--- src/rtl/secrtc_pkg.sv ---
package secrtc_pkg;

  localparam int DATA_W = 32;
  localparam int ADDR_W = 3;

  // word offsets on the bus
  typedef enum logic [ADDR_W-1:0] {
    OFS_ALARM = 3'd0,
    OFS_COUNT = 3'd1,
    OFS_TRIM  = 3'd2,
    OFS_GAP   = 3'd3,
    OFS_STAT  = 3'd4
  } secrtc_ofs_e;

  // status word bit positions
  localparam int ST_ALARM_FLAG = 0;
  localparam int ST_TICK_FLAG  = 1;
  localparam int ST_ALARM_EN   = 2;
  localparam int ST_TICK_EN    = 3;
  localparam int N_EVENTS      = 2;

  // sticky flag update: a new event outranks a clear in the same cycle
  function automatic logic f_sticky(input logic flag, input logic evt, input logic clr);
    return evt | (flag & ~clr);
  endfunction

endpackage

--- src/rtl/secrtc_prescaler.sv ---
module secrtc_prescaler #(
  parameter int TRIM_W    = 16,
  parameter int TRIM_INIT = 0
) (
  input  logic              clk,
  input  logic              rst_n,
  input  logic              trim_wr,
  input  logic [TRIM_W-1:0] trim_wdata,
  output logic [TRIM_W-1:0] trim_q,
  output logic              tick
);

  localparam logic [TRIM_W-1:0] TRIM_RST = TRIM_W'(TRIM_INIT);

  // divider start value for a given trim; zero trim parks at zero
  function automatic logic [TRIM_W-1:0] f_reload(input logic [TRIM_W-1:0] t);
    return (t == '0) ? '0 : t - 1'b1;
  endfunction

  logic [TRIM_W-1:0] div_q;

  always_ff @(posedge clk or negedge rst_n) begin
    if (!rst_n) begin
      trim_q <= TRIM_RST;
      div_q  <= f_reload(TRIM_RST);
    end else if (trim_wr) begin
      trim_q <= trim_wdata;
      div_q  <= f_reload(trim_wdata);
    end else if (trim_q == '0) begin
      div_q  <= '0;
    end else if (div_q == '0) begin
      div_q  <= f_reload(trim_q);
    end else begin
      div_q  <= div_q - 1'b1;
    end
  end

  // one reference cycle pulse when the divider expires; a trim write restarts it
  assign tick = (trim_q != '0) && (div_q == '0) && !trim_wr;

endmodule

--- src/rtl/secrtc_seconds.sv ---
module secrtc_seconds #(
  parameter int CNT_W = 32
) (
  input  logic             clk,
  input  logic             rst_n,
  input  logic             tick,
  input  logic             alarm_wr,
  input  logic             count_wr,
  input  logic [CNT_W-1:0] wdata,
  output logic [CNT_W-1:0] alarm_q,
  output logic [CNT_W-1:0] count_q,
  output logic             alarm_hit
);

  localparam logic [CNT_W-1:0] NEVER = '1;

  function automatic logic [CNT_W-1:0] f_step(input logic [CNT_W-1:0] c);
    return c + 1'b1;
  endfunction

  function automatic logic f_match(input logic [CNT_W-1:0] nxt, input logic [CNT_W-1:0] alm);
    return (nxt == alm) && (alm != NEVER);
  endfunction

  logic [CNT_W-1:0] count_inc;
  logic             step_en;

  assign count_inc = f_step(count_q);
  assign step_en   = tick && !count_wr;
  assign alarm_hit = step_en && f_match(count_inc, alarm_q);

  always_ff @(posedge clk or negedge rst_n) begin
    if (!rst_n) begin
      count_q <= '0;
    end else if (count_wr) begin
      count_q <= wdata;
    end else if (step_en) begin
      count_q <= count_inc;
    end
  end

  always_ff @(posedge clk or negedge rst_n) begin
    if (!rst_n) begin
      alarm_q <= NEVER;
    end else if (alarm_wr) begin
      alarm_q <= wdata;
    end
  end

endmodule

--- src/rtl/secrtc_status.sv ---
module secrtc_status
  import secrtc_pkg::*;
(
  input  logic                clk,
  input  logic                rst_n,
  input  logic                stat_wr,
  input  logic [3:0]          stat_wdata,
  input  logic [N_EVENTS-1:0] evt,
  output logic [N_EVENTS-1:0] flags_q,
  output logic [N_EVENTS-1:0] en_q,
  output logic                irq
);

  logic [N_EVENTS-1:0] clr;
  logic [N_EVENTS-1:0] active;

  assign clr = stat_wr ? stat_wdata[N_EVENTS-1:0] : '0;

  for (genvar g = 0; g < N_EVENTS; g++) begin : g_evt
    always_ff @(posedge clk or negedge rst_n) begin
      if (!rst_n) begin
        flags_q[g] <= 1'b0;
        en_q[g]    <= 1'b0;
      end else begin
        flags_q[g] <= f_sticky(flags_q[g], evt[g], clr[g]);
        if (stat_wr) en_q[g] <= stat_wdata[N_EVENTS+g];
      end
    end
    assign active[g] = flags_q[g] & en_q[g];
  end

  assign irq = |active;

endmodule

--- src/rtl/secrtc_regs.sv ---
module secrtc_regs
  import secrtc_pkg::*;
(
  input  logic              bus_sel,
  input  logic              bus_wr,
  input  logic [ADDR_W-1:0] bus_addr,
  input  logic [DATA_W-1:0] alarm_q,
  input  logic [DATA_W-1:0] count_q,
  input  logic [DATA_W-1:0] trim_word,
  input  logic [DATA_W-1:0] stat_word,
  output logic              wr_alarm,
  output logic              wr_count,
  output logic              wr_trim,
  output logic              wr_stat,
  output logic [DATA_W-1:0] bus_rdata
);

  logic wr_any;
  assign wr_any   = bus_sel && bus_wr;
  assign wr_alarm = wr_any && (bus_addr == OFS_ALARM);
  assign wr_count = wr_any && (bus_addr == OFS_COUNT);
  assign wr_trim  = wr_any && (bus_addr == OFS_TRIM);
  assign wr_stat  = wr_any && (bus_addr == OFS_STAT);

  always_comb begin
    case (bus_addr)
      OFS_ALARM: bus_rdata = alarm_q;
      OFS_COUNT: bus_rdata = count_q;
      OFS_TRIM:  bus_rdata = trim_word;
      OFS_STAT:  bus_rdata = stat_word;
      default:   bus_rdata = '0;
    endcase
  end

endmodule

--- src/rtl/secrtc_top.sv ---
module secrtc_top
  import secrtc_pkg::*;
#(
  parameter int TRIM_W    = 16,
  parameter int TRIM_INIT = 0
) (
  input  logic              clk_ref,
  input  logic              rst_n,
  input  logic              bus_sel,
  input  logic              bus_wr,
  input  logic [ADDR_W-1:0] bus_addr,
  input  logic [DATA_W-1:0] bus_wdata,
  output logic [DATA_W-1:0] bus_rdata,
  output logic              irq
);

  localparam int PAD_W = DATA_W - TRIM_W;

  logic                wr_alarm, wr_count, wr_trim, wr_stat;
  logic [TRIM_W-1:0]   trim_q;
  logic                tick;
  logic                alarm_hit;
  logic [DATA_W-1:0]   alarm_q, count_q;
  logic [N_EVENTS-1:0] flags_q, en_q, evt;
  logic [DATA_W-1:0]   trim_word, stat_word;

  assign evt[ST_ALARM_FLAG] = alarm_hit;
  assign evt[ST_TICK_FLAG]  = tick;
  assign trim_word = {{PAD_W{1'b0}}, trim_q};
  assign stat_word = {{(DATA_W-2*N_EVENTS){1'b0}}, en_q, flags_q};

  secrtc_regs u_regs (
    .bus_sel   (bus_sel),
    .bus_wr    (bus_wr),
    .bus_addr  (bus_addr),
    .alarm_q   (alarm_q),
    .count_q   (count_q),
    .trim_word (trim_word),
    .stat_word (stat_word),
    .wr_alarm  (wr_alarm),
    .wr_count  (wr_count),
    .wr_trim   (wr_trim),
    .wr_stat   (wr_stat),
    .bus_rdata (bus_rdata)
  );

  secrtc_prescaler #(.TRIM_W(TRIM_W), .TRIM_INIT(TRIM_INIT)) u_presc (
    .clk        (clk_ref),
    .rst_n      (rst_n),
    .trim_wr    (wr_trim),
    .trim_wdata (bus_wdata[TRIM_W-1:0]),
    .trim_q     (trim_q),
    .tick       (tick)
  );

  secrtc_seconds #(.CNT_W(DATA_W)) u_secs (
    .clk       (clk_ref),
    .rst_n     (rst_n),
    .tick      (tick),
    .alarm_wr  (wr_alarm),
    .count_wr  (wr_count),
    .wdata     (bus_wdata),
    .alarm_q   (alarm_q),
    .count_q   (count_q),
    .alarm_hit (alarm_hit)
  );

  secrtc_status u_stat (
    .clk        (clk_ref),
    .rst_n      (rst_n),
    .stat_wr    (wr_stat),
    .stat_wdata (bus_wdata[3:0]),
    .evt        (evt),
    .flags_q    (flags_q),
    .en_q       (en_q),
    .irq        (irq)
  );

endmodule

--- config.mk ---
export PLATFORM = sky130hd
export DESIGN_NAME = secrtc_top
export DESIGN_NICKNAME = d
export VERILOG_FILES = /design/src/rtl/secrtc_pkg.sv /design/src/rtl/secrtc_prescaler.sv /design/src/rtl/secrtc_seconds.sv /design/src/rtl/secrtc_status.sv /design/src/rtl/secrtc_regs.sv /design/src/rtl/secrtc_top.sv
export SDC_FILE = /design/constraint.sdc
export NUM_CORES = 1
export LEC_CHECK = 0
export ABC_AREA = 0
export ABC_CLOCK_PERIOD_IN_PS = 3300
export BUFFER_PORTS_ARGS = -buffer_cell sky130_fd_sc_hd__buf_2
export CORE_MARGIN = 10
export CORE_UTILIZATION = 48
export CTS_CLUSTER_SIZE = 12
export DETAILED_ROUTE_END_ITERATION = 10
export PLACE_DENSITY = 0.67
export SLEW_MARGIN = 15
export SYNTH_ARGS = -nofsm -noshare
export SYNTH_HDL_FRONTEND = slang
export SYNTH_HIERARCHICAL = 1
export SYNTH_SLANG_ARGS = --single-unit
--- constraint.sdc ---
create_clock -name clk_ref -period 3.3 [get_ports clk_ref]
set_input_delay 0.99 -clock clk_ref [delete_from_list [all_inputs] [get_ports clk_ref]]
set_output_delay 0.99 -clock clk_ref [all_outputs]
set_load 0.1 [all_outputs]
==> impl_metrics.env, run 1 <==
export IMPL_cts_root_buffer_cell="clkbuf_16"
export IMPL_synth_warnings=6
export IMPL_postSynth_asyncResetShare_pct=100
export IMPL_final_core_utilization_pct=62.3
export IMPL_height_of_the_die_um=150
export IMPL_p_int_w=0.00347
export IMPL_timing_max_transition_violations_final=0
export IMPL_required_arrival_time_at_the_worst_endpoint_ns=2.31
export IMPL_num_vias=7182
export IMPL_worst_hold_slack_ns=0.526
export IMPL_fp_coreArea_um2=16600
export IMPL_drt_iter0_markers=700
export IMPL_sequential_cell_area_um2=2540
export IMPL_clock_tree_htree_level_count=3
export IMPL_final_fill_count=1391
export IMPL_finalHoldViolations=0
export IMPL_fin_crit_ns=3.26
export IMPL_footprint_of_the_multi_input_gates_um2=5690
export IMPL_clkLatencyLatePin_ns=0.37
export IMPL_rows=47
export IMPL_switching_power_total_w=0.00253
export IMPL_post_synth_instance_area_um2=8170
export IMPL_report_final_setup_viol=0
export IMPL_vias_per_cell=6.09
export IMPL_net_count_final=996
export IMPL_syn_area_per_cell_um2=9.92
export IMPL_max_slew_margin_pct=54.2
export IMPL_power_sequential_fraction_pct=34.7
export IMPL_achievable_frequency_mhz=307
export IMPL_drt_first_pass_iters=5
export IMPL_cellLeakagePower_nw=3.90
export IMPL_ys_seq_elements=100
export IMPL_global_route_wire_length_before_repair_mm=38.8
export IMPL_synthesized_netlist_cell_count=823
export IMPL_design_portCount=72
export IMPL_critPathArrivalTime_ns=2.27
export IMPL_synth_ff_type="dfrtp_1"
export IMPL_post_route_period_util_pct=98.7
export IMPL_port_buffer_count=71
export IMPL_final_setup_worst_slack_ns=0.0422
export IMPL_power_switching_share_pct=42.1
export IMPL_total_cts_buffers=9
export IMPL_drc_errors=0
export IMPL_worst_slew_pin_slew_ns=0.680
export IMPL_max_clock_path_buffers=2
export IMPL_synth_edf_count=0
export IMPL_cts_tree="done"
export IMPL_syn_to_final_growth_pct=26.9
export IMPL_maxCapViolCount=0
export IMPL_cellPowerDensity_nw_per_um2=578
export IMPL_post_route_cells_drive_above_1_share_pct=33.0
export IMPL_route_detailed_wl_per_inst_um=20.9
export IMPL_ant_nets=0
export IMPL_antenna_found_initial=0
export IMPL_place_congestion=0.926
export IMPL_status="completed"
export IMPL_hpwl_mm=17.8
export IMPL_antenna_diode_count=0
export IMPL_fin_worst_skew_ns=0.0176
export IMPL_postLayoutCellArea_um2=10400
export IMPL_cp_end_kind="output port"
export IMPL_netlist_cell_type_count=81
export IMPL_totalWireLength_mm=24.6
export IMPL_dp_slack_ns=-0.280
export IMPL_irDropWorstVdd_v=0.000322
export IMPL_worst_hold_path_type="reg2reg"
export IMPL_cts_clock_pin_slew_for_the_worst_setup_and_hold_paths_ns=0.07
export IMPL_dieWidth_um=150
export IMPL_dpl_cell_area_um2=9910
export IMPL_die_outline_area_um2=22600
export IMPL_gr_total_overflow=0
export IMPL_crit_path_start_kind="input pin"
export IMPL_crit_type="in2out"
export IMPL_initial_core_utilization_pct=49.1
export IMPL_report_power_total_w=0.00599
export IMPL_grt_setup_unrepaired="true"
export IMPL_seq_area_frac_synth_pct=31.1
export IMPL_clock_sinks=100
export IMPL_clock_power_share_pct=18.8
export IMPL_number_of_global_route_vias_before_repair=6912
export IMPL_grt_start_max_net_pins=68
export IMPL_critPathMaxFanout=26
export IMPL_power_combinational_fraction_pct=46.6
export IMPL_global_route_usage_total_pct=21.5
## layer usage
metal  vias up  track usage, %  share of wire [%]
met3        36            3.12                5.5
met5         -               0                  0
met2       252            34.9                 48
li1       3359               -                  -
met4         0            5.98                1.8
met1      3535            29.0                 45
## per-stage QoR
step	instances	setup TNS, ns
after floorplan	866	-1.53
final	1179	0
after CTS	1176	0
after detailed placement	1161	-6.14
after global routing	1179	-0.0457
after global placement	1161	-5.71
## placed cells by master (no fill, tap or decap), types with 7 or more instances in the layout
cell	netlist	final
a21oi_1	14	14
buf_12	7	39
o21ai_1	19	19
mux2i_1	35	28
xnor2_1	43	43
nor2_1	31	30
o211ai_4	0	30
o22ai_1	10	10
xor2_1	44	44
o21ai_0	26	26
nand4_1	27	27
nand2_1	65	64
conb_1	1	44
and4_1	7	7
inv_1	8	8
or3_1	13	13
clkbuf_16	0	10
o211ai_1	7	7
mux2_2	48	48
nand4bb_1	64	64
nor4_1	13	12
nor3_1	14	14
a31oi_1	9	9
nand3_1	20	20
buf_4	3	64
dfrtp_1	68	68
or4_1	9	7
buf_2	20	37
mux2i_2	0	7
dfstp_2	32	32
## final timing paths
| path | to | start | slack, ns | cells after the start |
|---|---|---|---|---|
| worst max-delay path | bus_rdata[12] | bus_addr[2] | 0.04 | 6 |
| worst min-delay path | u_stat/flags_q[1] | u_stat/flags_q[1] | 0.53 | 1 |
| worst max register to register | u_stat/flags_q[0] | u_presc/div_q[14] | 0.09 | 11 |
| worst min register to register | u_stat/flags_q[1] | u_stat/flags_q[1] | 0.53 | 1 |
| max in group asynchronous | u_secs/alarm_q[0] | rst_n | 1.86 | 2 |
| min in group asynchronous | u_presc/div_q[9] | rst_n | 0.65 | 1 |
## repair_timing
| item | in CTS | in global routing |
|---|---|---|
| pin swaps | 4 | 11 |
| setup endpoints to repair | 35 | 27 |
| endpoints found under the hold margin | 0 | 0 |
| buffers inserted | 0 | 3 |
| cloned | 0 | 1 |
| resized for setup | 14 | 13 |
| hold buffers | 0 | 0 |
## flip-flops by register name, indices dropped and copies added (netlist names)
name and flops:
u_stat/en_q 2, u_presc/trim_q 16, u_secs/count_q 32, u_secs/alarm_q 32, u_presc/div_q 16, u_stat/flags_q 2
## worst max-delay path: stages
cell and delay (ns):
buf_2 0.16, buf_12 0.17, or2_4 0.32, buf_12 0.18, o211ai_4 0.22, buf_12 0.20
## logic make-up (layout without fill, tap and decap cells)
logic type | after synthesis | in the layout | synth area share, %
and+or+nand+nor | 315 | 315 | 26.9
adders and majority gates | 3 | 3 | 0.460
AOI/OAI and AO/OA | 155 | 155 | 15.0
DFF | 100 | 100 | 31.1
other | 1 | 44 | 0.0459
buffers and inverters | 76 | 169 | 5.56
xor gates and xnor gates | 88 | 88 | 9.67
muxes | 85 | 85 | 11.3
## Yosys cell counts (all sizes together) (3+ instances only)
cell | count | area, um^2
xor2 | 45 | 413
inv | 8 | 30.0
a211o | 3 | 26.3
nor4 | 17 | 149
buf | 35 | 297
and4 | 9 | 81.3
o21ai | 45 | 225
nand4b | 3 | 26.3
or2 | 5 | 31.3
mux2i | 35 | 350
dfstp | 32 | 841
nor3b | 4 | 35.0
a21o | 4 | 30.0
a31oi | 9 | 56.3
clkbuf | 33 | 128
or4 | 12 | 101
nand4 | 29 | 194
nand4bb | 64 | 721
mux2 | 50 | 571
and2 | 3 | 18.8
nand3 | 22 | 120
or3 | 13 | 81.3
xnor2 | 43 | 377
a21oi | 14 | 70.1
o22ai | 10 | 62.6
nor3 | 14 | 70.1
o2111ai | 3 | 43.8
nand2b | 5 | 31.3
nand2 | 66 | 255
dfrtp | 68 | 1700
ha | 3 | 37.5
and3 | 6 | 37.5
nor4b | 5 | 71.3
a41oi | 3 | 26.3
a211oi | 6 | 45.0
o211ai | 37 | 428
nor2 | 31 | 116
## final cells by class
cell class	instances	area share [%]
clock buffers	9	2.17
inverters	8	0.290
repair buffers	145	14.7
flip-flops and latches	100	24.5
clock inverters	7	0.797
well taps	220	2.66
multi-input cells	690	54.9
## power groups by stage
stage               Clock, W  Sequential [W]  Combinational [W]
floorplan                  0         0.00197            0.00190
global placement           0         0.00207            0.00267
detailed placement         0         0.00208            0.00270
CTS                  0.00114         0.00207            0.00274
global route         0.00119         0.00214            0.00299
finish               0.00112         0.00208            0.00279
No activity file was read; power rests on OpenSTA's default activity.
==> run 2: changes to the inputs <==
Settings changed: CORE_MARGIN 10 to default.
==> run 2 against run 1 <==
Against the previous run: first-iteration DRC count fell by 32%; utilization up 0.49 points; highest routed layer unchanged; sequential share of layout area decreased by 0.11 points.
==> impl_metrics.env, run 2 (synthesis results as in run 1) <==
export IMPL_status="completed"
export IMPL_route_detailed_wl_per_inst_um=19.6
export IMPL_fin_crit_ns=3.28
export IMPL_worst_slew_pin_slew_ns=0.647
export IMPL_cp_end_kind="output port"
export IMPL_net_count_final=1009
export IMPL_dieWidth_um=132
export IMPL_initial_core_utilization_pct=49.2
export IMPL_cts_root_buffer_cell="clkbuf_16"
export IMPL_dr_wl_met3_mm=1.21
export IMPL_crit_type="in2out"
export IMPL_die_outline_area_um2=17500
export IMPL_report_final_setup_viol=0
export IMPL_p_int_w=0.00344
export IMPL_route_layer_met1_wl_mm=10.5
export IMPL_grt_start_max_net_pins=65
export IMPL_power_switching_share_pct=42.5
export IMPL_global_route_wire_length_before_repair_mm=38.2
export IMPL_mostFrequentLayoutCells="buf_4 (79), dfrtp_1 (68), nand2_1 (64), nand4bb_1 (64), mux2_2 (48)"
export IMPL_post_route_cells_drive_above_1_share_pct=33.6
export IMPL_critical_path_slowest_cell="or2_4"
export IMPL_total_cts_buffers=9
export IMPL_critPathMaxFanout=49
export IMPL_vias_per_cell=6.08
export IMPL_tns_ns=0
export IMPL_fin_worst_skew_ns=0.0113
export IMPL_cts_hold_buffers=0
export IMPL_cellPowerDensity_nw_per_um2=575
export IMPL_critical_path_cell_chain="buf_2, buf_12, or2_4, buf_12, o211ai_4, buf_12"
export IMPL_number_of_global_route_vias_before_repair=7056
export IMPL_drt_iter0_markers=477
export IMPL_worst_hold_slack_ns=0.546
export IMPL_antenna_found_initial=1
export IMPL_clkLatencyLatePin_ns=0.36
export IMPL_ant_nets=0
export IMPL_height_of_the_die_um=132
export IMPL_design_portCount=72
export IMPL_drt_first_pass_iters=5
export IMPL_clock_sinks=100
export IMPL_fp_coreArea_um2=16600
export IMPL_worstPathBufferInverterCount=4
export IMPL_achievable_frequency_mhz=305
export IMPL_hpwl_mm=17.0
export IMPL_grt_setup_unrepaired="true"
export IMPL_place_congestion=0.946
export IMPL_drc_errors=0
export IMPL_critPathArrivalTime_ns=2.29
export IMPL_totalWireLength_mm=23.4
export IMPL_final_fill_count=1397
export IMPL_max_slew_margin_pct=55.7
export IMPL_cellLeakagePower_nw=3.94
export IMPL_final_common_cell="buf_4"
export IMPL_port_buffer_count=71
export IMPL_met2_length_mm=11.1
export IMPL_clock_tree_htree_level_count=3
export IMPL_required_arrival_time_at_the_worst_endpoint_ns=2.31
export IMPL_rows=47
export IMPL_clock_power_share_pct=17.9
export IMPL_syn_to_final_growth_pct=27.4
export IMPL_switching_power_total_w=0.00255
export IMPL_crit_path_start_kind="input pin"
export IMPL_global_route_usage_total_pct=27.5
export IMPL_finalHoldViolations=0
export IMPL_critPathTopFamily="buffers and inverters"
export IMPL_cts_clock_pin_slew_for_the_worst_setup_and_hold_paths_ns=0.07
export IMPL_irDropWorstVdd_v=0.000336
export IMPL_power_sequential_fraction_pct=35.2
export IMPL_cp_common_cell="buf_12"
export IMPL_post_route_period_util_pct=99.4
export IMPL_maxCapViolCount=0
export IMPL_cts_tree="done"
export IMPL_worst_hold_path_type="reg2reg"
export IMPL_gr_total_overflow=0
export IMPL_top_regs="u_secs/alarm_q x32, u_secs/count_q x32"
export IMPL_top_layer_used="met4"
export IMPL_cp_slowest_stage_delay_ns=0.35
export IMPL_max_clock_path_buffers=2
export IMPL_num_vias=7259
export IMPL_power_combinational_fraction_pct=46.9
export IMPL_timing_max_transition_violations_final=0
-- run 2: cell types whose count changed in the layout (fill, tap and decap cells not counted), sizes merged --
cell,delta
clkinv,+1
clkbuf,+1
or2,+1
bufinv,-1
buf,+11
diode,+1
-- run 2: what timing repair did --
action	in CTS	in global routing
pin swaps	0	11
gates cloned	0	1
endpoints found under the setup margin	1	7
hold endpoints to repair	0	0
setup buffers	0	1
resized for setup	1	15
-- run 2: stage by stage --
step | instance area [um^2] | power, W | setup WS (ns) | std cells | utilization, %
finish | 10400 | 0.00599 | 0.0206 | 1193 | 62.8
global route | 10400 | 0.00631 | -0.0151 | 1193 | 62.8
CTS | 10300 | 0.00591 | 0.00950 | 1190 | 62.2
detailed placement | 10000 | 0.00482 | -0.0851 | 1174 | 60.4
global placement | 10000 | 0.00478 | -0.0112 | 1174 | 60.4
floorplan | 8600 | 0.00387 | -0.526 | 866 | -
-- run 2: worst register-to-register path, cell delays in order, from the launching register on --
cell	delay (ns)
dfrtp_1	0.39
or4_4	0.56
nor4_4	0.32
nand2_2	0.13
nor2_4	0.11
inv_1	0.06
or4_4	0.54
nor4_4	0.23
o2111ai_1	0.13
or3_1	0.38
nor4_2	0.14
a21o_1	0.10
-- run 2: final cells by class --
cell class,count,area (um^2),area share [%]
clock buffers,9,225,2.16
well taps,220,275,2.65
flip-flops and latches,100,2540,24.4
clock inverters,7,70.1,0.673
inverters,8,30.0,0.289
multi-input cells,691,5700,54.7
repair buffers,157,1570,15.0
diodes,1,2.50,0.0240
-- run 2: power groups by stage --
| stage | Combinational (W) | Sequential, W | Clock (W) |
|---|---|---|---|
| floorplan | 0.00190 | 0.00197 | 0 |
| global placement | 0.00267 | 0.00210 | 0 |
| detailed placement | 0.00270 | 0.00211 | 0 |
| CTS | 0.00273 | 0.00209 | 0.00109 |
| global route | 0.00301 | 0.00217 | 0.00114 |
| finish | 0.00281 | 0.00211 | 0.00107 |
-- run 2: final timing paths --
kind	startpoint	end	slack, ns	cells after the start
hold reg to reg	u_stat/flags_q[1]	u_stat/flags_q[1]	0.55	1
hold / removal	u_stat/flags_q[1]	u_stat/flags_q[1]	0.55	1
min in group asynchronous	rst_n	u_presc/div_q[8]	0.62	1
setup reg to reg	u_presc/div_q[11]	u_stat/flags_q[0]	0.16	11
setup / recovery	bus_addr[2]	bus_rdata[11]	0.02	6
max in group asynchronous	rst_n	u_secs/alarm_q[28]	1.91	2
-- run 2: metal layers --
layer / GRT usage [%] / vias up
met5: 0 / -
met4: 9.51 / 0
met3: 3.64 / 49
met2: 43.8 / 272
met1: 38.5 / 3550
li1: - / 3388
